$ cat config.mk
export PLATFORM = sky130hd
export DESIGN_NAME = sar_seq_ctrl
export DESIGN_NICKNAME = d
export VERILOG_FILES = /design/src/rtl/sar_seq_pkg.sv /design/src/rtl/sar_conv_sync.sv /design/src/rtl/sar_step_timer.sv /design/src/rtl/sar_bit_engine.sv /design/src/rtl/sar_byte_gate.sv /design/src/rtl/sar_seq_ctrl.sv
export SDC_FILE = /design/constraint.sdc
export NUM_CORES = 1
export LEC_CHECK = 0
export ABC_CLOCK_PERIOD_IN_PS = 2200
export BUFFER_PORTS_ARGS = -buffer_cell sky130_fd_sc_hd__buf_4
export CAP_MARGIN = 20
export CORE_MARGIN = 8
export CORE_UTILIZATION = 53
export CTS_CLUSTER_DIAMETER = 80
export DETAILED_ROUTE_END_ITERATION = 10
export GPL_TIMING_DRIVEN = 0
export PLACE_DENSITY = 0.78
export SETUP_SLACK_MARGIN = 0.05
export SYNTH_ARGS = -nofsm -noshare
export SYNTH_HDL_FRONTEND = slang
export SYNTH_HIERARCHICAL = 1
export SYNTH_SLANG_ARGS = --single-unit
$ cat constraint.sdc
create_clock -name clk -period 2.2 [get_ports clk]
set_input_delay 0.22 -clock clk [delete_from_list [all_inputs] [get_ports clk]]
set_output_delay 0.22 -clock clk [all_outputs]
set_load 0.005 [all_outputs]
$ cat src/rtl/sar_seq_pkg.sv
package sar_seq_pkg;
  parameter int CODE_W = 10;
  parameter int HI_W   = 8;
  localparam int LO_W  = CODE_W - HI_W;
  localparam int IDX_W = $clog2(CODE_W);

  typedef enum logic [1:0] {
    ST_IDLE  = 2'd0,
    ST_ARMED = 2'd1,
    ST_RUN   = 2'd2
  } sar_state_e;

  // Place a candidate one at position idx.
  function automatic logic [CODE_W-1:0] trial_bit(input logic [CODE_W-1:0] code,
                                                  input logic [IDX_W-1:0] idx);
    logic [CODE_W-1:0] r;
    r = code;
    for (int i = 0; i < CODE_W; i++) begin
      if (IDX_W'(i) == idx) r[i] = 1'b1;
    end
    return r;
  endfunction

  // Drop the candidate at idx when the comparator says the sum is too large.
  function automatic logic [CODE_W-1:0] settle_bit(input logic [CODE_W-1:0] code,
                                                   input logic [IDX_W-1:0] idx,
                                                   input logic over);
    logic [CODE_W-1:0] r;
    r = code;
    for (int i = 0; i < CODE_W; i++) begin
      if (IDX_W'(i) == idx && over) r[i] = 1'b0;
    end
    return r;
  endfunction
endpackage

$ cat src/rtl/sar_conv_sync.sv
module sar_conv_sync #(
  parameter int STAGES = 2
) (
  input  logic clk,
  input  logic rst_n,
  input  logic din,
  output logic rise,
  output logic fall
);
  localparam int CHAIN = STAGES + 1;
  logic [CHAIN-1:0] chain;

  genvar g;
  generate
    for (g = 0; g < CHAIN; g++) begin : g_stage
      if (g == 0) begin : g_first
        always_ff @(posedge clk or negedge rst_n) begin
          if (!rst_n) chain[0] <= 1'b0;
          else        chain[0] <= din;
        end
      end else begin : g_next
        always_ff @(posedge clk or negedge rst_n) begin
          if (!rst_n) chain[g] <= 1'b0;
          else        chain[g] <= chain[g-1];
        end
      end
    end
  endgenerate

  assign rise = chain[STAGES-1] & ~chain[STAGES];
  assign fall = ~chain[STAGES-1] & chain[STAGES];
endmodule

$ cat src/rtl/sar_step_timer.sv
module sar_step_timer #(
  parameter int DIV = 4
) (
  input  logic clk,
  input  logic rst_n,
  input  logic run,
  input  logic restart,
  output logic tick
);
  generate
    if (DIV <= 1) begin : g_direct
      assign tick = run;
    end else begin : g_count
      localparam int CNT_W = $clog2(DIV);
      localparam logic [CNT_W-1:0] LAST = CNT_W'(DIV - 1);
      logic [CNT_W-1:0] cnt;
      always_ff @(posedge clk or negedge rst_n) begin
        if (!rst_n)                       cnt <= '0;
        else if (!run || restart || tick) cnt <= '0;
        else                              cnt <= cnt + 1'b1;
      end
      assign tick = run && (cnt == LAST);
    end
  endgenerate
endmodule

$ cat src/rtl/sar_bit_engine.sv
module sar_bit_engine
  import sar_seq_pkg::*;
(
  input  logic              clk,
  input  logic              rst_n,
  input  logic              conv_rise,
  input  logic              conv_fall,
  input  logic              step_tick,
  input  logic              cmp_over,
  input  logic              bipolar_sel,
  output logic [CODE_W-1:0] code,
  output logic              ready,
  output logic              armed,
  output logic              running,
  output logic              mode_tag
);
  localparam logic [IDX_W-1:0] TOP = IDX_W'(CODE_W - 1);

  sar_state_e        st;
  logic [IDX_W-1:0]  idx;
  logic [CODE_W-1:0] decided;

  assign decided = settle_bit(code, idx, cmp_over);
  assign armed   = (st == ST_ARMED);
  assign running = (st == ST_RUN);

  always_ff @(posedge clk or negedge rst_n) begin
    if (!rst_n) begin
      st       <= ST_IDLE;
      code     <= '0;
      idx      <= '0;
      ready    <= 1'b0;
      mode_tag <= 1'b0;
    end else if (conv_rise) begin
      st    <= ST_ARMED;
      code  <= '0;
      idx   <= TOP;
      ready <= 1'b1;
    end else begin
      case (st)
        ST_ARMED: begin
          if (conv_fall) begin
            st       <= ST_RUN;
            code     <= trial_bit('0, TOP);
            idx      <= TOP;
            mode_tag <= bipolar_sel;
          end
        end
        ST_RUN: begin
          if (step_tick) begin
            if (idx == '0) begin
              code  <= decided;
              st    <= ST_IDLE;
              ready <= 1'b0;
            end else begin
              code <= trial_bit(decided, idx - 1'b1);
              idx  <= idx - 1'b1;
            end
          end
        end
        default: ;
      endcase
    end
  end
endmodule

$ cat src/rtl/sar_byte_gate.sv
module sar_byte_gate
  import sar_seq_pkg::*;
(
  input  logic [CODE_W-1:0] code,
  input  logic              hi_en_n,
  input  logic              lo_en_n,
  output logic [HI_W-1:0]   hi_data,
  output logic              hi_oe,
  output logic [LO_W-1:0]   lo_data,
  output logic              lo_oe
);
  logic [1:0] en;
  assign en    = {~hi_en_n, ~lo_en_n};
  assign hi_oe = en[1];
  assign lo_oe = en[0];

  genvar g;
  generate
    for (g = 0; g < CODE_W; g++) begin : g_bit
      if (g >= LO_W) begin : g_hi
        assign hi_data[g-LO_W] = code[g] & en[1];
      end else begin : g_lo
        assign lo_data[g] = code[g] & en[0];
      end
    end
  endgenerate
endmodule

$ cat src/rtl/sar_seq_ctrl.sv
module sar_seq_ctrl
  import sar_seq_pkg::*;
#(
  parameter int DIV         = 4,
  parameter int SYNC_STAGES = 2
) (
  input  logic              clk,
  input  logic              rst_n,
  input  logic              convert_in,
  input  logic              bipolar_sel,
  input  logic              cmp_over,
  input  logic              hi_en_n,
  input  logic              lo_en_n,
  output logic [CODE_W-1:0] trial_code,
  output logic              ready_flag,
  output logic              mode_tag,
  output logic [HI_W-1:0]   hi_data,
  output logic              hi_oe,
  output logic [LO_W-1:0]   lo_data,
  output logic              lo_oe
);
  logic conv_rise;
  logic conv_fall;
  logic step_tick;
  logic running;
  logic armed;

  sar_conv_sync #(.STAGES(SYNC_STAGES)) sync_i (
    .clk(clk), .rst_n(rst_n), .din(convert_in),
    .rise(conv_rise), .fall(conv_fall)
  );

  sar_step_timer #(.DIV(DIV)) timer_i (
    .clk(clk), .rst_n(rst_n), .run(running),
    .restart(conv_rise), .tick(step_tick)
  );

  sar_bit_engine engine_i (
    .clk(clk), .rst_n(rst_n), .conv_rise(conv_rise), .conv_fall(conv_fall),
    .step_tick(step_tick), .cmp_over(cmp_over), .bipolar_sel(bipolar_sel),
    .code(trial_code), .ready(ready_flag), .armed(armed),
    .running(running), .mode_tag(mode_tag)
  );

  sar_byte_gate gate_i (
    .code(trial_code), .hi_en_n(hi_en_n), .lo_en_n(lo_en_n),
    .hi_data(hi_data), .hi_oe(hi_oe), .lo_data(lo_data), .lo_oe(lo_oe)
  );
endmodule

==> flow_summary.ini, run 1 <==
[timing]
slew_violations = 0
finalCritPeriodShare = 0.8918
tns_ns = 0
period_needed_ns = 1.962
holdWs_ns = 0.1396
max-slew-margin-rel = 0.6979
rsz0062_at_grt = false
clock.fmax_mhz = 509.7
fin_worst_skew_ns = 0.01587
worst_slew_pin_slew_ns = 0.4515
setup_violations = 0
worst_slack_ns = 0.2380
final-hold-violation-count = 0

[placed_design]
place_area_mm2 = 0.001625
gp_congestion = 0.8943
port_buffers = 29
place_hpwl_mm = 2.515
post-place-ws_ns = 0.2222
dp_cells = 200

[global_routing]
track_usage = 0.1506
grt_pass1_wl_mm = 5.402
grt_antenna_before_repair = 0
grt_pass1_vias = 1185
grt_overflow = 0
grt_max_degree = 24

[flow_run]
max_cap_violations = 0

[power_and_ir_drop]
p_per_area_mw_per_mm2 = 459.2
vdd_drop_max_v = 0.0003924
combPwrFrac = 0.143
power_mw = 0.7711
p_leak_nw = 0.7845
internal-power_mw = 0.5709
clkPwrFrac = 0.257
power_frac_seq = 0.600
switching_share = 0.2596
p_sw_mw = 0.2001

[clock_tree]
cts_buffers = 3
root_buffer = clkbuf_4
h-tree-depth = 1
clk_path_buf_depth = 2
tritoncts = yes
clock-sinks = 23
cts_setup_buffers = 0
clk_pin_slew_worst_paths_ns = 0.14
clock_latency_ns = 0.32

[synthesis]
syn_area_mm2 = 0.001370
syn_area_per_cell_um2 = 9.717
syn-num-nets = 155
syn_inst = 141
yosysWarnings = 6

[routing]
vias = 1188
drc = 0
wl_per_cell_um = 15.66
drt-initial-drc-count = 54
dr.pass1.iters = 4
antenna_left = 0
drt_wl_total_mm = 3.225
via_per_inst = 5.767

[layout]
fin_area_mm2 = 0.001679
layout-drive-gt1-share = 0.2784
layout.nets = 191
multiInputGateArea_um2 = 709.4
seqCellArea_um2 = 576.8
area_growth_syn_to_layout_pct = 22.56
fin_util = 0.6840
nFillCells = 208
num_antenna_cells = 0
stdcell_count = 206

[critical_path]
endpoint_kind = register
crit_type = register to register
r2r_start = engine_i/idx[1]
crit_path_max_fanout = 8
cp-start-kind = register
cpMaxStageDelayCell = or4_4
crit_chain = inv_1 -> ha_1 -> or4_4 -> nand2_1 -> o21ai_1 -> o31ai_1
worstPathRequired_ns = 2.44
arrival_ns = 2.21
startpoint = engine_i/idx[1]
slowest_delay_ns = 0.53

[die]
num_rows = 18
die_area_mm2 = 0.004468
die_y_um = 66.85
core_area_mm2 = 0.002455
start_util = 0.5581
ios = 31
die_width_um = 66.85

[worst_hold_path]
min_path_type = input pin to register
min_from = bipolar_sel

[status]
status = complete, no violations
placed cells by master, fill, tap and decap left out, types with 2 or more instances in the layout:
cell,count
clkbuf_4,3
nor3_1,3
o2bb2ai_1,2
nand2b_1,3
o21ai_1,18
dfrtp_1,22
and3b_1,2
and2b_2,2
inv_1,7
buf_4,30
a31oi_1,7
a21oi_1,4
nor2b_1,12
nand2_1,10
nor2_1,4
buf_6,2
ha_1,7
dlygate4sd3_1,2
o21ai_0,5
o31ai_1,3
registers in the layout, indices dropped and copies added, names as in the netlist:
| name | flops |
|---|---|
| engine_i/code | 10 |
| engine_i/idx | 4 |
| sync_i/chain | 3 |
| engine_i/st | 2 |
| timer_i/g_count.cnt | 2 |
| engine_i/mode_tag | 1 |
| engine_i/ready | 1 |
area by class of cell:
type                       count  area share
multi-input combinational    104      0.4225
sequential                    23      0.3435
timing repair buffer          31      0.1416
buffer                         7     0.03800
tap                           30     0.02235
inverter                       7     0.01565
clock buffer                   3     0.01341
clock inverter                 1    0.002981
layer usage:
| metal | part of all wire | global-route usage |
|---|---|---|
| met2 | 0.47 | 0.2509 |
| met3 | 0.095 | 0.03020 |
| met1 | 0.43 | 0.1888 |
| met5 | 0 | 0 |
| met4 | 0.0084 | 0.04800 |
power by group through the flow:
stage / clock network (mW) / logic, mW / registers, mW
floorplan: 0 / 0.0559 / 0.466
global placement: 0 / 0.106 / 0.470
detailed placement: 0 / 0.109 / 0.471
CTS: 0.202 / 0.110 / 0.463
global route: 0.223 / 0.122 / 0.465
finish: 0.198 / 0.110 / 0.462
critical path: cells and delay by family (launching register included):
family	cells	cell delay, ns
AO/OA/AOI/OAI	2	0.37
adder cells (fa/ha/maj)	1	0.29
buffers and inverters	1	0.14
flip-flops	1	0.47
AND/OR/NAND/NOR	2	0.63
repair_timing:
| action | in CTS | in global routing |
|---|---|---|
| endpoints found under the hold margin | 23 | 1 |
| setup endpoints to repair | 0 | 10 |
| hold buffers | 1 | 1 |
| gates resized for setup | 0 | 4 |
worst paths after layout:
check / to / slack, ns / cells after the start
max: engine_i/code[3] / 0.24 / 6
min: engine_i/mode_tag / 0.14 / 2
max reg2reg: engine_i/code[3] / 0.24 / 6
min reg2reg: sync_i/chain[1] / 0.36 / 0
max in group asynchronous: engine_i/code[5] / 1.65 / 2
min in group asynchronous: engine_i/idx[2] / 0.31 / 2
Note: power is estimated with default switching activity, not from simulation.
==> run 2, diff against run 1 <==
--- a/config.mk
+++ b/config.mk
@@ -5,7 +5,6 @@
 export SDC_FILE = /design/constraint.sdc
 export NUM_CORES = 1
 export LEC_CHECK = 0
-export ABC_CLOCK_PERIOD_IN_PS = 2200
 export BUFFER_PORTS_ARGS = -buffer_cell sky130_fd_sc_hd__buf_4
 export CAP_MARGIN = 20
 export CORE_MARGIN = 8
@@ -13,7 +12,8 @@
 export CTS_CLUSTER_DIAMETER = 80
 export DETAILED_ROUTE_END_ITERATION = 10
 export GPL_TIMING_DRIVEN = 0
-export PLACE_DENSITY = 0.78
+export PLACE_DENSITY = 0.9
+export REMOVE_ABC_BUFFERS = 1
 export SETUP_SLACK_MARGIN = 0.05
 export SYNTH_ARGS = -nofsm -noshare
 export SYNTH_HDL_FRONTEND = slang
==> run 2 against run 1 <==
Compared with the run above: global-route usage stayed put; critical path depth stayed put; wire length is 2.9% lower; register-to-register slack got worse by 0.06 ns; clock power shrank 4%; flip-flop and latch count is the same; core utilization fell by 1.1 points; sequential share of layout area grew 0.62 points; via count shrank 4.0%; non-clock buffer count fell by 6; worst setup slack got worse by 0.055 ns; maximum frequency fell by 2.7%.
==> flow_summary.ini, run 2 (synthesis results as in run 1) <==
[status]
status = complete, no violations

[placed_design]
dp_cells = 194
port_buffers = 30
place_hpwl_mm = 2.404
gp_congestion = 0.9676
place_area_mm2 = 0.001570
post-place-ws_ns = -0.1812

[critical_path]
cp-start-kind = register
crit_type = register to register
cpMaxStageDelayCell = or4_4
endpoint_kind = register
arrival_ns = 2.23
crit_chain = inv_1 -> ha_1 -> or4_4 -> nand2_1 -> o21ai_1 -> o31ai_1
slowest_delay_ns = 0.53
worstPathRequired_ns = 2.41
crit_path_max_fanout = 8

[layout]
top_regs = engine_i/code (10), engine_i/idx (4), sync_i/chain (3)
final_common_cell = buf_4
fin_area_mm2 = 0.001653
layout.nets = 185
fin_util = 0.6733
nFillCells = 214
layout-drive-gt1-share = 0.2647
num_antenna_cells = 0
stdcell_count = 200
regMostFlops = engine_i/code
final_cell_mix = 30 x buf_4, 21 x dfrtp_1, 18 x o21ai_1
largest_reg_flops = 10
area_growth_syn_to_layout_pct = 20.64

[timing]
max-slew-margin-rel = 0.4786
fin_worst_skew_ns = 0.008057
final-hold-violation-count = 0
finalCritPeriodShare = 0.9168
rsz0062_at_grt = false
holdWs_ns = 0.1416
worst_slack_ns = 0.1829
worst_slew_pin_slew_ns = 0.7804
setup_violations = 0
clock.fmax_mhz = 495.8
period_needed_ns = 2.017
slew_violations = 0
tns_ns = 0

[worst_hold_path]
min_path_type = input pin to register

[flow_run]
max_cap_violations = 0

[global_routing]
gr-usage-met2 = 0.2724
grt_max_degree = 24
grt_pass1_wl_mm = 5.326
track_usage = 0.1506
grt_antenna_before_repair = 0
grt.busiest_layer = met2
use_met1 = 0.1638
grt_pass1_vias = 1202
grt_overflow = 0
grt_use_met3 = 0.03356

[clock_tree]
clk_pin_slew_worst_paths_ns = 0.12
root_buffer = clkbuf_4
cts_buffers = 3
clock-sinks = 23
clk_path_buf_depth = 2
tritoncts = yes
h-tree-depth = 1
clock_latency_ns = 0.31
cts_setup_buffers = 0

[die]
die_width_um = 66.85
num_rows = 18
die_area_mm2 = 0.004468
core_area_mm2 = 0.002455
start_util = 0.5581
ios = 31
die_y_um = 66.85

[power_and_ir_drop]
p_per_area_mw_per_mm2 = 462.0
power_mw = 0.7637
p_leak_nw = 0.7594
vdd_drop_max_v = 0.0004125

[routing]
vias = 1141
drt-initial-drc-count = 23
dr.pass1.iters = 4
via_per_inst = 5.705
wl_per_cell_um = 15.67
drt_wl_total_mm = 3.133
drc = 0
antenna_left = 0
-- run 2: where the power goes --
part / leakage, nW / switching (mW) / internal, mW
logic: 0.456 / 0.0501 / 0.0598
registers: 0.289 / 0.0207 / 0.443
clock network: 0.0150 / 0.119 / 0.0707
total: 0.759 / 0.190 / 0.574
-- run 2: cell type report --
| type | count | area [µm²] | area share |
|---|---|---|---|
| Clock buffer | 4 | 26.28 | 0.01590 |
| Tap cell | 30 | 37.54 | 0.02271 |
| Inverter | 7 | 26.28 | 0.01590 |
| Multi-Input combinational cell | 104 | 739.5 | 0.4474 |
| Sequential cell | 23 | 578.1 | 0.3497 |
| Timing Repair Buffer | 32 | 245.2 | 0.1484 |
-- run 2: per-layer routing --
| layer | wire length [µm] | share of wire |
|---|---|---|
| met1 | 1296 | 0.41 |
| met2 | 1560 | 0.50 |
| met3 | 245 | 0.078 |
| met4 | 31 | 0.0099 |
| met5 | 0 | 0 |
-- run 2: final timing paths --
kind / start / endpoint / slack, ns / cells after the start
max: engine_i/idx[0] / engine_i/code[3] / 0.18 / 6
min in group asynchronous: rst_n / engine_i/code[2] / 0.34 / 2
min reg2reg: sync_i/chain[0] / sync_i/chain[1] / 0.36 / 0
max reg2reg: engine_i/idx[0] / engine_i/code[3] / 0.18 / 6
min: bipolar_sel / engine_i/mode_tag / 0.14 / 2
max in group asynchronous: rst_n / engine_i/idx[0] / 1.61 / 2
-- run 2: critical path, delay by kind of cell (launching register included) --
kind | cells | cell delay (ns)
DFF | 1 | 0.44
buffers and inverters | 1 | 0.12
AOI/OAI and AO/OA | 2 | 0.46
adders and majority gates | 1 | 0.29
and+or+nand+nor | 2 | 0.61
-- run 2: what timing repair did --
item	CTS	global route
hold endpoints to repair	24	0
pin swaps	0	0
endpoints found under the setup margin	9	10
gates resized for setup	3	4
hold buffers	2	0
==> run 3, diff against run 2 <==
--- a/config.mk
+++ b/config.mk
@@ -5,6 +5,7 @@
 export SDC_FILE = /design/constraint.sdc
 export NUM_CORES = 1
 export LEC_CHECK = 0
+export ABC_AREA = 1
 export BUFFER_PORTS_ARGS = -buffer_cell sky130_fd_sc_hd__buf_4
 export CAP_MARGIN = 20
 export CORE_MARGIN = 8
==> run 3 against run 2 <==
Compared with the run above: sequential power is 18% higher; wire length is 9.7% lower; via count is 8.2% higher; combinational power grew to 4.9 times the previous value.
==> flow_summary.ini, run 3 <==
[timing]
slew_violations = 0
clock.fmax_mhz = 618.9
tns_ns = 0
finalCritPeriodShare = 0.7345
max-slew-margin-rel = 0.6468
period_needed_ns = 1.616
setup_violations = 0
worst_slack_ns = 0.5842
worst_slew_pin_slew_ns = 0.5278
fin_worst_skew_ns = 0.003281
rsz0062_at_grt = false
final-hold-violation-count = 0

[worst_hold_path]
min_path_type = input pin to register
min_from = bipolar_sel
min_to = engine_i/mode_tag
hold_depth = 2

[synthesis]
synthFlopType = dfrtp_1
syn_area_per_cell_um2 = 7.054
async_reset_ff_frac = 1.000
synth_edf_count = 0
syn_inst = 196
synth_most_common_cell = nand2_1
yosysWarnings = 6
yosysTopAreaCellShare = 0.4163
synth_top_area_cell = dfrtp_1
syn_area_mm2 = 0.001383
ys_types = 19
synth_common_cells = 63 x nand2_1, 32 x nor2_1, 25 x inv_1
ys_seq_area_frac = 0.4163
synth-seq-cells = 23
synthTopCellsByArea = dfrtp_1 42%, nand2_1 17%, nor2_1 8.7%

[clock_tree]
cts_buffers = 3
h-tree-depth = 1
cts_resized = 0
cts_setup_buffers = 0
clock_latency_ns = 0.30
clk_path_buf_depth = 2
tritoncts = yes
clock-sinks = 23
hold_buffers = 2
root_buffer = clkbuf_4
clk_pin_slew_worst_paths_ns = 0.12

[critical_path]
ff2ff_path_depth = 7
crit_top_cell = nand2_1
r2r-end = engine_i/code[1]
crit_path_max_fanout = 7
crit_chain = inv_1 -> ha_1 -> xnor2_1 -> inv_2 -> nor2_2 -> nand2_1 -> nand2_1
crit_cells = 7
cpMaxStageDelayCell = dfrtp_1
cp-start-kind = register
r2r_start = engine_i/idx[0]
arrival_ns = 1.87
r2r_setup_slack_ns = 0.58
worstPathRequired_ns = 2.45
slowest_delay_ns = 0.42
endpoint_kind = register
crit_buf_inv = 2
cpLargestDelayFamily = flip-flops
crit_type = register to register

[global_routing]
grt_max_degree = 24
grt_pass1_vias = 1228
grt_pass1_wl_mm = 5.195
track_usage = 0.1441
grt_antenna_before_repair = 0
grt_overflow = 0

[status]
status = complete, no violations

[routing]
drc = 0
wl_met2_mm = 1.355
drt_wl_total_mm = 2.830
wl_met3_um = 201
wl_per_cell_um = 10.88
via_per_inst = 4.746
antenna_left = 0
drt-initial-drc-count = 45
maxUsedRoutingLayer = met4
vias = 1234
dr.pass1.iters = 5
wl_met1_mm = 1.253

[power_and_ir_drop]
combPwrFrac = 0.420
switching_share = 0.4213
internal-power_mw = 0.7358
clkPwrFrac = 0.148
p_leak_nw = 0.9138
power_mw = 1.272
p_sw_mw = 0.5357
power_frac_seq = 0.432
vdd_drop_max_v = 0.0005384
p_per_area_mw_per_mm2 = 757.8

[layout]
seqCellArea_um2 = 575.6
area_growth_syn_to_layout_pct = 21.36
layout-drive-gt1-share = 0.2304
regMostFlops = engine_i/code
num_antenna_cells = 0
final_common_cell = nand2_1
layout.nets = 245
final_cell_mix = 63 x nand2_1, 32 x nor2_1, 30 x buf_4
fin_area_mm2 = 0.001678
multiInputGateArea_um2 = 669.4
largest_reg_flops = 10
stdcell_count = 260
nFillCells = 217
top_regs = engine_i/code (10), engine_i/idx (4), sync_i/chain (3)

[die]
die_width_um = 67.08
die_area_mm2 = 0.004499
ios = 31
start_util = 0.5581
num_rows = 18
die_y_um = 67.08
core_area_mm2 = 0.002477

[placed_design]
place_hpwl_mm = 2.269
gp_congestion = 0.9823
dp_cells = 254
place_area_mm2 = 0.001630
post-place-ws_ns = 0.6355
port_buffers = 30

[flow_run]
max_cap_violations = 0
[run 3: cell families after synthesis]
kind of cell	share of synthesized area
adders and majority gates	0.06335
AOI/OAI and AO/OA	0.03258
DFF	0.4163
and+or+nand+nor	0.3738
buffers and inverters	0.09955
muxes	0.008144
xor gates and xnor gates	0.006336
[run 3: worst max path at each step]
| stage | startpoint | to | slack [ns] |
|---|---|---|---|
| after floorplan | engine_i/idx[0] | engine_i/code[0] | 0.84 |
| after global placement | engine_i/idx[0] | engine_i/code[3] | 0.66 |
| after detailed placement | engine_i/idx[0] | engine_i/code[1] | 0.64 |
| after CTS | engine_i/idx[0] | engine_i/code[1] | 0.60 |
| after global routing | engine_i/idx[0] | engine_i/code[2] | 0.42 |
| final | engine_i/idx[0] | engine_i/code[1] | 0.58 |
[run 3: routing by layer]
metal	global-route usage	up-vias
met3	0.03020	2
met2	0.2366	28
met1	0.1733	548
li1	-	656
met5	0	-
met4	0.07311	0
[run 3: worst register-to-register path: stages, from the launching register on]
cell	delay, ns
dfrtp_1	0.42
inv_1	0.14
ha_1	0.23
xnor2_1	0.31
inv_2	0.08
nor2_2	0.22
nand2_1	0.09
nand2_1	0.07
[run 3: cell type report]
class                           instances  share of cell area
Clock buffer                            3             0.01342
Clock inverter                          1            0.002983
Inverter                               32             0.07308
Multi-Input combinational cell        139              0.3990
Sequential cell                        23              0.3430
Tap cell                               30             0.02237
Timing Repair Buffer                   32              0.1462
[run 3: per-stage QoR]
stage	hold WS [ns]	util
after global routing	0.1149	0.6773
after global placement	0.1214	0.6581
after floorplan	-0.07559	-
after detailed placement	0.1251	0.6581
after CTS	0.1112	0.6773
final	0.1299	0.6773
[run 3: power groups by stage]
stage                     sequential [mW]  combinational (mW)  clock (mW)
after floorplan                     0.547               0.384           0
after global placement              0.555               0.518           0
after detailed placement            0.559               0.526           0
after CTS                           0.550               0.534       0.199
after global routing                0.560               0.617       0.214
final                               0.549               0.534       0.188
